**config.mk**
```make
export PLATFORM = sky130hd
export DESIGN_NAME = prd_walker
export DESIGN_NICKNAME = d
export VERILOG_FILES = /design/src/rtl/prd_walk_pkg.sv /design/src/rtl/prd_fetch.sv /design/src/rtl/prd_region.sv /design/src/rtl/prd_ctrl.sv /design/src/rtl/prd_walker.sv
export SDC_FILE = /design/constraint.sdc
export NUM_CORES = 1
export LEC_CHECK = 0
export BUFFER_PORTS_ARGS = -buffer_cell sky130_fd_sc_hd__buf_4
export CORE_MARGIN = 3
export CORE_UTILIZATION = 55
export CTS_CLUSTER_DIAMETER = 200
export DETAILED_ROUTE_END_ITERATION = 6
export PLACE_DENSITY = 0.76
export SLEW_MARGIN = 10
export SYNTH_ARGS = -nofsm -noshare
export SYNTH_HDL_FRONTEND = slang
export SYNTH_SLANG_ARGS = --single-unit
```
**constraint.sdc**
```tcl
create_clock -name clk_i -period 9.7 [get_ports clk_i]
set_input_delay 1.455 -clock clk_i [delete_from_list [all_inputs] [get_ports clk_i]]
set_output_delay 1.455 -clock clk_i [all_outputs]
set_load 0.02 [all_outputs]
```
**src/rtl/prd_walk_pkg.sv**
```systemverilog
package prd_walk_pkg;
  localparam int unsigned ADDR_W     = 32;
  localparam int unsigned SZ_BITS    = 16;
  localparam int unsigned LEN_W      = SZ_BITS + 1;
  localparam int unsigned DESC_BYTES = 8;
  localparam int unsigned WORD_BYTES = 4;
  localparam int unsigned LAST_BIT   = 31;

  typedef enum logic [2:0] {
    ST_IDLE     = 3'd0,
    ST_CHECK    = 3'd1,
    ST_FETCH_LO = 3'd2,
    ST_FETCH_HI = 3'd3,
    ST_ISSUE    = 3'd4
  } walk_st_e;

  typedef struct packed {
    logic [ADDR_W-1:0] addr;
    logic [LEN_W-1:0]  len;
    logic              last;
  } prd_desc_t;

  // even byte count, zero encodes a full 64 KiB region
  function automatic logic [LEN_W-1:0] desc_len(input logic [SZ_BITS-1:0] sz);
    logic [SZ_BITS-1:0] m;
    m = {sz[SZ_BITS-1:1], 1'b0};
    if (m == '0) desc_len = {1'b1, {SZ_BITS{1'b0}}};
    else         desc_len = {1'b0, m};
  endfunction
endpackage

```
**src/rtl/prd_fetch.sv**
```systemverilog
module prd_fetch
  import prd_walk_pkg::*;
#(
  parameter int unsigned TBL_LIMIT = 4096
) (
  input  logic              clk_i,
  input  logic              rst_ni,
  input  logic              load_i,
  input  logic [ADDR_W-1:0] base_i,
  input  logic              want_lo_i,
  input  logic              want_hi_i,
  input  logic              rd_ack_i,
  input  logic [31:0]       rd_data_i,
  output logic              rd_req_o,
  output logic [ADDR_W-1:0] rd_addr_o,
  output logic              desc_valid_o,
  output prd_desc_t         desc_o,
  output logic              limit_o
);
  localparam logic [ADDR_W-1:0] STEP  = ADDR_W'(DESC_BYTES);
  localparam logic [ADDR_W-1:0] HI_OF = ADDR_W'(WORD_BYTES);
  localparam logic [ADDR_W-1:0] LIMIT = ADDR_W'(TBL_LIMIT);

  logic [ADDR_W-1:0] base_q, ptr_q, lo_q;
  logic              unused_rsvd;

  always_ff @(posedge clk_i or negedge rst_ni) begin
    if (!rst_ni) begin
      base_q <= '0;
      ptr_q  <= '0;
      lo_q   <= '0;
    end else if (load_i) begin
      base_q <= base_i;
      ptr_q  <= base_i;
    end else if (want_lo_i && rd_ack_i) begin
      lo_q <= rd_data_i;
    end else if (want_hi_i && rd_ack_i) begin
      ptr_q <= ptr_q + STEP;
    end
  end

  assign rd_req_o     = want_lo_i | want_hi_i;
  assign rd_addr_o    = want_hi_i ? ptr_q + HI_OF : ptr_q;
  assign desc_valid_o = want_hi_i & rd_ack_i;
  assign desc_o       = '{addr: lo_q,
                          len:  desc_len(rd_data_i[SZ_BITS-1:0]),
                          last: rd_data_i[LAST_BIT]};
  assign limit_o      = (ptr_q - base_q) >= LIMIT;
  assign unused_rsvd  = ^rd_data_i[LAST_BIT-1:SZ_BITS];
endmodule

```
**src/rtl/prd_region.sv**
```systemverilog
module prd_region
  import prd_walk_pkg::*;
(
  input  logic              clk_i,
  input  logic              rst_ni,
  input  logic              clear_i,
  input  logic              desc_valid_i,
  input  prd_desc_t         desc_i,
  input  logic              take_i,
  input  logic [LEN_W-1:0]  take_len_i,
  output logic [ADDR_W-1:0] cur_addr_o,
  output logic [LEN_W-1:0]  rem_o,
  output logic              last_o
);
  always_ff @(posedge clk_i or negedge rst_ni) begin
    if (!rst_ni) begin
      cur_addr_o <= '0;
      rem_o      <= '0;
      last_o     <= 1'b0;
    end else if (clear_i) begin
      cur_addr_o <= '0;
      rem_o      <= '0;
      last_o     <= 1'b0;
    end else if (desc_valid_i) begin
      cur_addr_o <= desc_i.addr;
      rem_o      <= desc_i.len;
      last_o     <= desc_i.last;
    end else if (take_i) begin
      cur_addr_o <= cur_addr_o + ADDR_W'(take_len_i);
      rem_o      <= rem_o - take_len_i;
    end
  end
endmodule

```
**src/rtl/prd_ctrl.sv**
```systemverilog
module prd_ctrl
  import prd_walk_pkg::*;
#(
  parameter logic [31:0] MAX_TOTAL = 32'h7FFF_FFFF
) (
  input  logic             clk_i,
  input  logic             rst_ni,
  input  logic             start_i,
  input  logic [31:0]      budget_i,
  input  logic             dir_i,
  input  logic             limit_i,
  input  logic [LEN_W-1:0] rem_i,
  input  logic             last_i,
  input  logic             rd_ack_i,
  input  logic             desc_valid_i,
  input  logic [LEN_W-1:0] desc_len_i,
  input  logic             req_grant_i,
  output logic             load_o,
  output logic             want_lo_o,
  output logic             want_hi_o,
  output logic             req_valid_o,
  output logic [LEN_W-1:0] chunk_o,
  output logic             req_write_o,
  output logic             take_o,
  output logic             done_o,
  output logic             err_o,
  output logic             busy_o
);
  localparam int unsigned TOT_W = 34;

  walk_st_e         st_q, st_d;
  logic [31:0]      need_q;
  logic [TOT_W-1:0] total_q, sum;
  logic             dir_q, fin, fail, over;

  assign load_o      = (st_q == ST_IDLE) && start_i;
  assign want_lo_o   = (st_q == ST_FETCH_LO);
  assign want_hi_o   = (st_q == ST_FETCH_HI);
  assign req_valid_o = (st_q == ST_ISSUE);
  assign take_o      = req_valid_o && req_grant_i;
  assign req_write_o = dir_q;
  assign busy_o      = (st_q != ST_IDLE);
  assign chunk_o     = (need_q < 32'(rem_i)) ? need_q[LEN_W-1:0] : rem_i;
  assign sum         = total_q + TOT_W'(desc_len_i);
  assign over        = sum > TOT_W'(MAX_TOTAL);

  always_comb begin
    st_d = st_q;
    fin  = 1'b0;
    fail = 1'b0;
    unique case (st_q)
      ST_IDLE: if (start_i) st_d = ST_CHECK;
      ST_CHECK: begin
        if (need_q == '0) begin
          fin  = 1'b1;
          st_d = ST_IDLE;
        end else if (rem_i == '0) begin
          if (last_i || limit_i) begin
            fin  = 1'b1;
            st_d = ST_IDLE;
          end else begin
            st_d = ST_FETCH_LO;
          end
        end else begin
          st_d = ST_ISSUE;
        end
      end
      ST_FETCH_LO: if (rd_ack_i) st_d = ST_FETCH_HI;
      ST_FETCH_HI: begin
        if (desc_valid_i) begin
          if (over) begin
            fail = 1'b1;
            st_d = ST_IDLE;
          end else begin
            st_d = ST_CHECK;
          end
        end
      end
      ST_ISSUE: if (req_grant_i) st_d = ST_CHECK;
      default: st_d = ST_IDLE;
    endcase
  end

  always_ff @(posedge clk_i or negedge rst_ni) begin
    if (!rst_ni) begin
      st_q    <= ST_IDLE;
      need_q  <= '0;
      total_q <= '0;
      dir_q   <= 1'b0;
      done_o  <= 1'b0;
      err_o   <= 1'b0;
    end else begin
      st_q   <= st_d;
      done_o <= fin;
      err_o  <= fail;
      if (load_o) begin
        need_q  <= budget_i;
        total_q <= '0;
        dir_q   <= dir_i;
      end else begin
        if (take_o)       need_q  <= need_q - 32'(chunk_o);
        if (desc_valid_i) total_q <= sum;
      end
    end
  end
endmodule

```
**src/rtl/prd_walker.sv**
```systemverilog
module prd_walker
  import prd_walk_pkg::*;
#(
  parameter int unsigned TBL_LIMIT = 4096,
  parameter logic [31:0] MAX_TOTAL = 32'h7FFF_FFFF
) (
  input  logic              clk_i,
  input  logic              rst_ni,
  input  logic              start_i,
  input  logic              dir_write_i,
  input  logic [ADDR_W-1:0] tbl_base_i,
  input  logic [31:0]       budget_i,
  output logic              rd_req_o,
  output logic [ADDR_W-1:0] rd_addr_o,
  input  logic              rd_ack_i,
  input  logic [31:0]       rd_data_i,
  output logic              req_valid_o,
  output logic [ADDR_W-1:0] req_addr_o,
  output logic [LEN_W-1:0]  req_len_o,
  output logic              req_write_o,
  input  logic              req_grant_i,
  output logic              done_o,
  output logic              err_o,
  output logic              busy_o
);
  logic             load, want_lo, want_hi, desc_valid, limit, take, last;
  logic [LEN_W-1:0] rem, chunk;
  prd_desc_t        desc;

  prd_fetch #(.TBL_LIMIT(TBL_LIMIT)) u_fetch (
    .clk_i, .rst_ni,
    .load_i(load), .base_i(tbl_base_i),
    .want_lo_i(want_lo), .want_hi_i(want_hi),
    .rd_ack_i, .rd_data_i, .rd_req_o, .rd_addr_o,
    .desc_valid_o(desc_valid), .desc_o(desc), .limit_o(limit)
  );

  prd_region u_region (
    .clk_i, .rst_ni,
    .clear_i(load), .desc_valid_i(desc_valid), .desc_i(desc),
    .take_i(take), .take_len_i(chunk),
    .cur_addr_o(req_addr_o), .rem_o(rem), .last_o(last)
  );

  prd_ctrl #(.MAX_TOTAL(MAX_TOTAL)) u_ctrl (
    .clk_i, .rst_ni,
    .start_i, .budget_i, .dir_i(dir_write_i),
    .limit_i(limit), .rem_i(rem), .last_i(last),
    .rd_ack_i, .desc_valid_i(desc_valid), .desc_len_i(desc.len),
    .req_grant_i,
    .load_o(load), .want_lo_o(want_lo), .want_hi_o(want_hi),
    .req_valid_o, .chunk_o(chunk), .req_write_o,
    .take_o(take), .done_o, .err_o, .busy_o
  );

  assign req_len_o = chunk;
endmodule

```
=== Word level (Yosys, flattened, before mapping) ===
Index checks and enable logic that the tools add are counted.

* Input port bits: 102
* Bits in writable memories: 0
* Output and inout port bits: 87
* ROM bits: 0
* Register bits: 218
* Logic and storage cells: 85
* Memories: 0
* Latch bits: 0

* Equal/unequal tests: 9
* Div/mod/pow operators: 0
* Order comparisons: 3
* Reductions and logical operators: 17
* Shift operators: 0
* Multiplexer cells: 34
* Bitwise operators: 3
* $add $sub $neg: 7
* Multipliers: 0

{| class="wikitable"
|+ Operator list
! kind !! count
|-
| $mux 32 || 9
|-
| $mux 17 || 5
|-
| $mux 34 || 2
|-
| $add 34x17->34 || 1
|-
| $gt 34x31->1 const B || 1
|-
| $add 32x17->32 || 1
|-
| $add 32x3->32 const B || 1
|-
| $add 32x4->32 const B || 1
|-
| $ge 32x13->1 const B || 1
|-
| $logic_not 32->1 || 1
|-
| $lt 32x17->1 || 1
|-
| $sub 32x17->32 || 1
|-
| $sub 32x32->32 || 1
|-
| $mux 3 || 6
|-
| $logic_not 17->1 || 1
|-
| $sub 17x17->17 || 1
|-
| $logic_not 15->1 || 1
|-
| $pmux 3 s5 || 1
|-
| $mux 1 || 10
|-
| $ne 2x2->1 const B || 5
|-
| $eq 3x2->1 const B || 2
|-
| $reduce_bool 2->1 || 3
|-
| $reduce_bool 3->1 || 2
|-
| $logic_and 1x1->1 || 4
|-
| 10 further kinds || 11
|}

=== Logic depth before layout (Yosys ltp) ===
Gate-level depths: netlist of run 1.

* Depth after elaboration: 7
* Mapped depth: 23
* Mapped depth without buffers: 22

=== Cells and area by module ===
Synthesis of run 1 repeated with hierarchy kept, for this count alone.

* Cell total of the unflattened synthesis: 1866
* Area, all modules: 16323.2 µm²

{| class="wikitable"
|+ By module, submodules not included
! module !! cells each !! area an instance (µm²) !! times used !! seq. area each (µm²)
|-
| prd_fetch || 700 || 6224.7 || 1 || 2402.3
|-
| prd_ctrl || 664 || 5828.1 || 1 || 1801.7
|-
| prd_region || 502 || 4270.3 || 1 || 1251.2
|}

=== Worst setup path after synthesis of run 1 ===
No wires, ideal clock.

* Path type: register to register
* Start point: reg u_ctrl.need_q[26]
* End point: reg u_ctrl.need_q[23]
* Stages on the path, launching flop included: 21
* Setup slack: 4.337 ns
* Clock period less this slack: 5.363 ns
* Path buffers: 2
* Library setup time: 0.082 ns
* Data arrival time: 5.282 ns
* Data required time: 9.618 ns
* Cell sequence: dfrtp_1 or4_1 or3_1 or4_1 a211oi_1 o21a_1 buf_2 nand2_1 o21ai_0 inv_1 ha_1 nor2b_1 o21a_1 o21ai_0 a211oi_1 o21ai_0 a31oi_1 o21ba_1 buf_6 or4_1 a31oi_1

* Cells in the longest elaborated chain, start to end: 5

{| class="wikitable"
|+ Ends and longest elaborated chain
! item !! line !! source
|-
| start: declaration || prd_ctrl.sv:32 || <nowiki>logic [31:0] need_q;</nowiki>
|-
| start signal: assignment || prd_ctrl.sv:97 || <nowiki>need_q <= budget_i;</nowiki>
|-
| start signal: assignment || prd_ctrl.sv:101 || <nowiki>if (take_o) need_q <= need_q - 32'(chunk_o);</nowiki>
|-
| $lt 32x17->1 || prd_ctrl.sv:43 || <nowiki>assign chunk_o = (need_q < 32'(rem_i)) ? need_q[LEN_W-1:0] : rem_i;</nowiki>
|-
| $mux 17 || prd_ctrl.sv:43 ||
|-
| named net req_len_o[1] || prd_walker.sv:19 || <nowiki>output logic [LEN_W-1:0] req_len_o,</nowiki>
|-
| $sub 32x17->32 || prd_ctrl.sv:101 ||
|-
| $mux 32 || prd_ctrl.sv:101 ||
|-
| $mux 32 || prd_ctrl.sv:96 || <nowiki>if (load_o) begin</nowiki>
|}

The timed path passes the listed nets, and every way through them passes these cells. The select of a mux whose other input is x is not followed.
A chain may end at the register's enable or synchronous reset.

=== Worst setup path in the final report of run 1 ===
* Start point: reg u_ctrl.need_q[26]
* End point: reg u_ctrl.need_q[31]

* Cells in the longest elaborated chain, start to end: 5

{| class="wikitable"
|+ Ends and longest elaborated chain
! item !! line
|-
| $lt 32x17->1 || prd_ctrl.sv:43
|-
| $mux 17 || prd_ctrl.sv:43
|-
| $sub 32x17->32 (*) || prd_ctrl.sv:101
|-
| $mux 32 (*) || prd_ctrl.sv:101
|-
| $mux 32 (*) || prd_ctrl.sv:96
|}

Mark *: on every way between the ends. The rest lies on a longest branch, timed or not. The select of a mux whose other input is x is not followed.

==> impl_metrics.xml, run 1 <==
<?xml version="1.0" encoding="UTF-8"?>
<metrics>
  <group name="run_status">
    <metric name="run_status" unit="">complete, no violations</metric>
  </group>
  <group name="floorplanning">
    <metric name="x_dimension_of_the_die" unit="um">175</metric>
    <metric name="core_area" unit="mm^2">0.0279</metric>
    <metric name="top_level_ports" unit="">189</metric>
    <metric name="placement_rows" unit="">61</metric>
    <metric name="design.die.area" unit="mm^2">0.0305</metric>
    <metric name="die_height" unit="um">175</metric>
    <metric name="initial_utilization" unit="">0.561</metric>
  </group>
  <group name="detailed_routing">
    <metric name="number_of_antenna_violating_nets_in_the_routed_design" unit="">0</metric>
    <metric name="detailroute.via_count" unit="">14300</metric>
    <metric name="detailedRoute.firstPassIterationCount" unit="">5</metric>
    <metric name="avgViaCountPerCell" unit="">5.98</metric>
    <metric name="drcViolationCount" unit="">0</metric>
    <metric name="wire_per_inst" unit="um">18.1</metric>
    <metric name="dr.first_iter.drc_count" unit="">941</metric>
    <metric name="finalWirelength" unit="um">43400</metric>
  </group>
  <group name="power_and_ir_drop">
    <metric name="powerDensity" unit="mW/mm^2">337</metric>
    <metric name="leakagePower" unit="uW">0.00833</metric>
    <metric name="power.ir.vdd_worst" unit="mV">0.193</metric>
    <metric name="total_power" unit="uW">6140</metric>
  </group>
  <group name="clocking">
    <metric name="clockRootBuffer" unit="">sky130_fd_sc_hd__clkbuf_16</metric>
    <metric name="worstSkewPairLatency" unit="ns">0.55</metric>
    <metric name="cts_inserted_buffers" unit="">25</metric>
    <metric name="cts-hold-fix-buffers" unit="">0</metric>
    <metric name="h_tree_levels" unit="">1</metric>
    <metric name="post_cts.resized_instances" unit="">0</metric>
    <metric name="clkTransAtPathRegs" unit="ns">0.06</metric>
    <metric name="clock-sinks" unit="">217</metric>
    <metric name="cts_setup_buffers" unit="">0</metric>
    <metric name="clockBufferDepth" unit="">3</metric>
    <metric name="tritoncts" unit="">built</metric>
  </group>
  <group name="cells_and_area">
    <metric name="stdcell_count" unit="">2399</metric>
    <metric name="area_growth_syn_to_layout" unit="%">16.2</metric>
    <metric name="fin_nets" unit="">2226</metric>
    <metric name="final_area" unit="mm^2">0.0182</metric>
    <metric name="antenna_cells_inserted" unit="">0</metric>
    <metric name="fill_cells" unit="">2374</metric>
    <metric name="post_route_cells_drive_above_1_share" unit="">0.150</metric>
  </group>
  <group name="setup_path">
    <metric name="critical_path_buf_inv_count" unit="">2</metric>
    <metric name="end_kind" unit="">flop</metric>
    <metric name="worstPathCellList" unit="">or4_1, or3_1, or4_1, a211oi_1, o21a_1, buf_4, nand2_1, o21ai_0, inv_1, ha_1, nor2b_1, o21a_1, o21ai_0, a211oi_1, o21ai_0, a31oi_1, o21ba_1, or4_1, a31oi_1</metric>
    <metric name="worst_setup_path_startpoint" unit="">u_ctrl.need_q[26]</metric>
    <metric name="required" unit="ns">10.16</metric>
    <metric name="critical_path.startpoint_type" unit="">flop</metric>
    <metric name="cp.arrival" unit="ns">6.46</metric>
    <metric name="worst-setup-path-type" unit="">reg -&gt; reg</metric>
    <metric name="cp_top_family" unit="">compound AO/OA/AOI/OAI gates</metric>
    <metric name="slowest_delay" unit="ns">0.57</metric>
    <metric name="cp_max_fo" unit="">35</metric>
    <metric name="worstReg2RegStart" unit="">u_ctrl.need_q[26]</metric>
    <metric name="cpMaxStageDelayCell" unit="">sky130_fd_sc_hd__or4_1</metric>
  </group>
  <group name="logic_synthesis">
    <metric name="ys_warn_count" unit="">0</metric>
    <metric name="synthesis.area" unit="mm^2">0.0157</metric>
    <metric name="ys_top_cells_by_area" unit="">sky130_fd_sc_hd__dfrtp_1 (35%), sky130_fd_sc_hd__ha_1 (9.2%), sky130_fd_sc_hd__o21ai_0 (5.9%)</metric>
    <metric name="synthesis.nets" unit="">2091</metric>
    <metric name="netlist.top_cell.by_area" unit="">sky130_fd_sc_hd__dfrtp_1</metric>
    <metric name="post_synth_top_area_share" unit="">0.347</metric>
    <metric name="seq_area_frac_synth" unit="">0.347</metric>
    <metric name="syn_inst" unit="">1869</metric>
    <metric name="async_reset_ff_frac" unit="">1.00</metric>
    <metric name="netlist-cell-type-count" unit="">73</metric>
    <metric name="synth-edff-count" unit="">0</metric>
    <metric name="synth_seq_cells" unit="">217</metric>
    <metric name="yosys_most_used_dff" unit="">sky130_fd_sc_hd__dfrtp_1</metric>
    <metric name="yosys.cell_count.top_type" unit="">sky130_fd_sc_hd__nand2_1</metric>
    <metric name="yosys-top-cells-count" unit="">sky130_fd_sc_hd__nand2_1 (223), sky130_fd_sc_hd__dfrtp_1 (217), sky130_fd_sc_hd__o21ai_0 (184)</metric>
    <metric name="postSynthAreaPerCell" unit="um^2">8.38</metric>
  </group>
  <group name="grt">
    <metric name="first_global_vias" unit="">13900</metric>
    <metric name="use_met1" unit="">0.366</metric>
    <metric name="globalRouteOverflowTotal" unit="">0</metric>
    <metric name="grtUsageMet3" unit="">0.0369</metric>
    <metric name="grt_usage" unit="">0.276</metric>
    <metric name="grt.busiest_layer" unit="">met2</metric>
    <metric name="grt_antenna_before_repair" unit="">0</metric>
    <metric name="grt_start_max_net_pins" unit="">86</metric>
    <metric name="grt_use_met2" unit="">0.477</metric>
    <metric name="grt_first_pass_wirelength" unit="um">70000</metric>
  </group>
  <group name="sta">
    <metric name="fmaxAchievable" unit="GHz">0.167</metric>
    <metric name="period_minus_slack" unit="ns">6.00</metric>
    <metric name="layout_setup_ws" unit="ns">3.70</metric>
    <metric name="final.period_utilization" unit="">0.618</metric>
    <metric name="timing.clock.skew" unit="ns">0.0242</metric>
    <metric name="finalSetupTns" unit="ns">0</metric>
    <metric name="maxSlewHeadroom" unit="">0.273</metric>
    <metric name="tightestPinTransition" unit="ns">1.08</metric>
    <metric name="hold_viol_final" unit="">0</metric>
    <metric name="setup-violations-final" unit="">0</metric>
    <metric name="grt_setup_unrepaired" unit="">false</metric>
    <metric name="finalMaxSlewViolations" unit="">0</metric>
  </group>
  <group name="place">
    <metric name="hpwl_reported_at_the_end_of_detailed_placement" unit="um">31600</metric>
    <metric name="place.gp.congestion" unit="">0.951</metric>
    <metric name="dp_slack" unit="ns">3.87</metric>
    <metric name="place.port_buffers" unit="">188</metric>
    <metric name="total_cell_area_at_the_placement_stage" unit="mm^2">0.0173</metric>
    <metric name="place_inst" unit="">2355</metric>
  </group>
  <group name="hold_path">
    <metric name="worst_hold_startpoint" unit="">u_ctrl.req_write_o</metric>
    <metric name="worst_hold_path_type" unit="">reg -&gt; reg</metric>
  </group>
  <group name="job">
    <metric name="max_cap_viol_count" unit="">0</metric>
  </group>
</metrics>
## tightest hold or removal path: stages (launching register included)
cell	delay (ns)
sky130_fd_sc_hd__dfrtp_1	0.35
sky130_fd_sc_hd__nand2_1	0.05
sky130_fd_sc_hd__nand2_1	0.05
## placed cells by master, fill, tap and decap left out, types with 15 or more instances in the layout
master / instances
sky130_fd_sc_hd__nand2_1: 221
sky130_fd_sc_hd__dfrtp_1: 217
sky130_fd_sc_hd__buf_4: 199
sky130_fd_sc_hd__o21ai_0: 184
sky130_fd_sc_hd__nor2_1: 155
sky130_fd_sc_hd__a21oi_1: 124
sky130_fd_sc_hd__ha_1: 115
sky130_fd_sc_hd__inv_1: 89
sky130_fd_sc_hd__xnor2_1: 81
sky130_fd_sc_hd__xor2_1: 63
sky130_fd_sc_hd__nand3_1: 48
sky130_fd_sc_hd__a21o_1: 37
sky130_fd_sc_hd__nor3_1: 37
sky130_fd_sc_hd__mux2_2: 37
sky130_fd_sc_hd__a31oi_1: 26
sky130_fd_sc_hd__clkbuf_16: 25
sky130_fd_sc_hd__and3_1: 24
sky130_fd_sc_hd__nor4_1: 23
sky130_fd_sc_hd__nand4_1: 20
sky130_fd_sc_hd__or3_1: 19
sky130_fd_sc_hd__o211ai_1: 18
sky130_fd_sc_hd__o21a_1: 17
sky130_fd_sc_hd__nor2b_1: 16
sky130_fd_sc_hd__or4_1: 15
sky130_fd_sc_hd__a211oi_1: 15
## kinds of logic after synthesis
logic type               count (synthesis)  share of synthesized area
flip-flops                             217                      0.347
multiplexers                            48                     0.0336
AND/OR/NAND/NOR                        651                      0.199
buffers and inverters                  181                     0.0450
adder cells (fa/ha/maj)                120                     0.0982
AO/OA/AOI/OAI                          508                      0.197
XOR/XNOR                               144                     0.0805
## final cells by class
cell class	instances	area (um^2)	area share
multi-input cells	1471	9550	0.525
well taps	378	473	0.0260
flip-flops and latches	217	5430	0.298
inverters	89	334	0.0184
clock buffers	32	712	0.0391
repair buffers	200	1510	0.0829
clock inverters	12	193	0.0106
## path summary, 6_finish.rpt
kind	end	slack [ns]	depth (start not counted)
min in group asynchronous	u_fetch.ptr_q[13]	0.87	1
min reg2reg	u_ctrl.req_write_o	0.48	2
max	u_ctrl.need_q[31]	3.70	19
max in group asynchronous	u_ctrl.need_q[8]	7.42	2
min	u_ctrl.req_write_o	0.48	2
max reg2reg	u_ctrl.need_q[31]	3.70	19
## power breakdown
group | switching, uW | total [uW] | internal, uW | leakage (uW)
combinational | 2100 | 3610 | 1510 | 0.00509
sequential | 310 | 1500 | 1190 | 0.00281
clock | 407 | 1030 | 628 | 0.000431
## routing by layer
metal / part of all wire / wire length (um)
met3: 0.057 / 2470
met5: 0 / 0
met1: 0.43 / 18800
met2: 0.48 / 21000
met4: 0.026 / 1110
## per-stage QoR
stage / hold WS [ns] / util
2_1_floorplan: 0.445 / -
3_3_place_gp: 0.460 / 0.619
3_5_place_dp: 0.468 / 0.619
4_1_cts: 0.483 / 0.651
5_1_grt: 0.505 / 0.651
6_report: 0.482 / 0.651
## registers in the layout, summed over array words and instances (netlist names)
register             flops
u_ctrl.total_q          33
u_fetch.ptr_q           32
u_ctrl.err_o             1
u_ctrl.need_q           32
u_fetch.base_q          32
u_region.last_o          1
u_region.cur_addr_o     32
u_ctrl.st_q              3
u_ctrl.done_o            1
u_ctrl.req_write_o       1
u_fetch.lo_q            32
u_region.rem_o          17
Note: power is estimated with default switching activity, not from simulation.
==> run 2: changes to the inputs <==
==> constraint.sdc (replaced) <==
create_clock -name clk_i -period 6.23 [get_ports clk_i]
set_input_delay 0.9345 -clock clk_i [delete_from_list [all_inputs] [get_ports clk_i]]
set_output_delay 0.9345 -clock clk_i [all_outputs]
set_load 0.02 [all_outputs]
==> run 2 against run 1 <==
Compared with the run above:
- final area is 0.23% lower
- worst hold slack got worse by 0.14 ns
- combinational power increased by 57%
- register-to-register slack lost 3.2 ns
- die area unchanged
- clock power is 47% higher
- power grew 55%
- setup slack got worse by 3.2 ns
- first-iteration DRC count up 11%
- via count hardly changed
- largest cell class unchanged
==> impl_metrics.xml, run 2 (synthesis results as in run 1) <==
<?xml version="1.0" encoding="UTF-8"?>
<metrics>
  <group name="power_and_ir_drop">
    <metric name="powerDensity" unit="mW/mm^2">524</metric>
    <metric name="leakagePower" unit="uW">0.00833</metric>
    <metric name="total_power" unit="uW">9510</metric>
    <metric name="power.ir.vdd_worst" unit="mV">0.376</metric>
  </group>
  <group name="cells_and_area">
    <metric name="post_route_cells_drive_above_1_share" unit="">0.149</metric>
    <metric name="antenna_cells_inserted" unit="">0</metric>
    <metric name="largest-register" unit="">u_ctrl.total_q</metric>
    <metric name="largest_reg_flops" unit="">33</metric>
    <metric name="most_frequent_cells_in_the_layout" unit="">sky130_fd_sc_hd__nand2_1 (221), sky130_fd_sc_hd__dfrtp_1 (217), sky130_fd_sc_hd__buf_4 (200)</metric>
    <metric name="final_common_cell" unit="">sky130_fd_sc_hd__nand2_1</metric>
    <metric name="stdcell_count" unit="">2400</metric>
    <metric name="area_growth_syn_to_layout" unit="%">15.9</metric>
    <metric name="fin_nets" unit="">2228</metric>
  </group>
  <group name="sta">
    <metric name="setup-violations-final" unit="">0</metric>
    <metric name="layout_setup_ws" unit="ns">0.520</metric>
    <metric name="timing.clock.skew" unit="ns">0.00649</metric>
    <metric name="tightestPinTransition" unit="ns">1.04</metric>
    <metric name="final.period_utilization" unit="">0.917</metric>
    <metric name="hold_viol_final" unit="">0</metric>
    <metric name="finalSetupTns" unit="ns">0</metric>
    <metric name="fmaxAchievable" unit="GHz">0.175</metric>
    <metric name="finalMaxSlewViolations" unit="">0</metric>
    <metric name="period_minus_slack" unit="ns">5.71</metric>
    <metric name="maxSlewHeadroom" unit="">0.302</metric>
    <metric name="grt_setup_unrepaired" unit="">false</metric>
  </group>
  <group name="floorplanning">
    <metric name="placement_rows" unit="">61</metric>
    <metric name="x_dimension_of_the_die" unit="um">175</metric>
    <metric name="die_height" unit="um">175</metric>
    <metric name="core_area" unit="mm^2">0.0279</metric>
    <metric name="initial_utilization" unit="">0.561</metric>
    <metric name="top_level_ports" unit="">189</metric>
    <metric name="design.die.area" unit="mm^2">0.0305</metric>
  </group>
  <group name="grt">
    <metric name="grt_start_max_net_pins" unit="">146</metric>
    <metric name="grt_antenna_before_repair" unit="">0</metric>
    <metric name="grt_usage" unit="">0.280</metric>
    <metric name="first_global_vias" unit="">14100</metric>
    <metric name="grt_first_pass_wirelength" unit="um">70900</metric>
    <metric name="globalRouteOverflowTotal" unit="">0</metric>
  </group>
  <group name="place">
    <metric name="place.gp.congestion" unit="">0.949</metric>
    <metric name="place_inst" unit="">2357</metric>
    <metric name="place.port_buffers" unit="">188</metric>
    <metric name="dp_slack" unit="ns">0.559</metric>
    <metric name="hpwl_reported_at_the_end_of_detailed_placement" unit="um">31900</metric>
  </group>
  <group name="job">
    <metric name="max_cap_viol_count" unit="">0</metric>
  </group>
  <group name="hold_path">
    <metric name="worst_hold_path_type" unit="">in -&gt; async</metric>
  </group>
  <group name="detailed_routing">
    <metric name="avgViaCountPerCell" unit="">5.98</metric>
    <metric name="wire_per_inst" unit="um">18.3</metric>
    <metric name="finalWirelength" unit="um">44000</metric>
    <metric name="dr.first_iter.drc_count" unit="">1047</metric>
    <metric name="detailroute.via_count" unit="">14300</metric>
    <metric name="drcViolationCount" unit="">0</metric>
    <metric name="detailedRoute.firstPassIterationCount" unit="">5</metric>
    <metric name="number_of_antenna_violating_nets_in_the_routed_design" unit="">0</metric>
  </group>
  <group name="setup_path">
    <metric name="worst_setup_path_startpoint" unit="">u_ctrl.need_q[26]</metric>
    <metric name="required" unit="ns">6.62</metric>
    <metric name="worst-setup-path-type" unit="">reg -&gt; reg</metric>
    <metric name="critical_path.startpoint_type" unit="">flop</metric>
    <metric name="cp_max_fo" unit="">10</metric>
    <metric name="cp.arrival" unit="ns">6.10</metric>
    <metric name="end_kind" unit="">flop</metric>
    <metric name="worstReg2RegStart" unit="">u_ctrl.need_q[26]</metric>
  </group>
  <group name="clocking">
    <metric name="post_cts.resized_instances" unit="">0</metric>
    <metric name="cts_inserted_buffers" unit="">25</metric>
    <metric name="clockBufferDepth" unit="">3</metric>
    <metric name="clkTransAtPathRegs" unit="ns">0.06</metric>
    <metric name="clock-sinks" unit="">217</metric>
    <metric name="h_tree_levels" unit="">1</metric>
    <metric name="clockRootBuffer" unit="">sky130_fd_sc_hd__clkbuf_16</metric>
    <metric name="cts-hold-fix-buffers" unit="">0</metric>
    <metric name="cts_setup_buffers" unit="">0</metric>
    <metric name="worstSkewPairLatency" unit="ns">0.53</metric>
    <metric name="tritoncts" unit="">built</metric>
  </group>
  <group name="run_status">
    <metric name="run_status" unit="">complete, no violations</metric>
  </group>
</metrics>
==> run 2: where the power goes <==
part / internal, uW / switching [uW]
combinational: 2360 / 3300
sequential: 1850 / 495
clock: 909 / 599
total: 5110 / 4400
==> run 2: cell type report <==
type	count	area (um^2)
fillers	2367	9780
multi-input cells	1471	9550
flip-flops and latches	217	5430
repair buffers	202	1540
clock buffers	37	751
well taps	378	473
inverters	89	334
clock inverters	6	83.8
==> run 2: per-stage QoR <==
stage	cell area, um^2	utilization	hold WS [ns]
after floorplan	15700	-	0.445
after global placement	17300	0.620	0.460
after detailed placement	17300	0.620	0.471
after CTS	18200	0.650	0.367
after global routing	18200	0.650	0.384
final	18200	0.650	0.340
==> run 2: metal layers <==
metal,track usage,vias up,wire [um]
li1,-,6937,-
met1,0.363,6914,18900
met2,0.484,407,21200
met3,0.0437,91,2570
met4,0.0838,0,1290
met5,0,-,0
==> run 2: worst max-delay path: stages, from the launching register on <==
cell                        delay (ns)
sky130_fd_sc_hd__dfrtp_1          0.40
sky130_fd_sc_hd__or4_1            0.52
sky130_fd_sc_hd__or3_1            0.37
sky130_fd_sc_hd__or4_1            0.56
sky130_fd_sc_hd__a211oi_1         0.29
sky130_fd_sc_hd__o21a_2           0.32
sky130_fd_sc_hd__nand2_1          0.07
sky130_fd_sc_hd__o21ai_0          0.27
sky130_fd_sc_hd__ha_1             0.30
sky130_fd_sc_hd__inv_1            0.06
sky130_fd_sc_hd__fa_1             0.40
sky130_fd_sc_hd__a21oi_1          0.23
sky130_fd_sc_hd__o21bai_1         0.13
sky130_fd_sc_hd__nor4_1           0.34
sky130_fd_sc_hd__o31ai_1          0.24
sky130_fd_sc_hd__o2111ai_1        0.34
sky130_fd_sc_hd__a21oi_1          0.23
sky130_fd_sc_hd__nor4_1           0.27
sky130_fd_sc_hd__xnor2_1          0.16
sky130_fd_sc_hd__o21ai_0          0.08
==> run 2: worst paths after layout <==
check,to,slack (ns),cells after the start
worst max-delay path,u_ctrl.need_q[24],0.52,19
worst min-delay path,u_fetch.ptr_q[15],0.34,1
worst max register to register,u_ctrl.need_q[24],0.52,19
worst min register to register,u_region.cur_addr_o[25],0.48,2
max in group asynchronous,u_region.rem_o[10],4.63,2
min in group clk_i,u_region.cur_addr_o[25],0.48,2
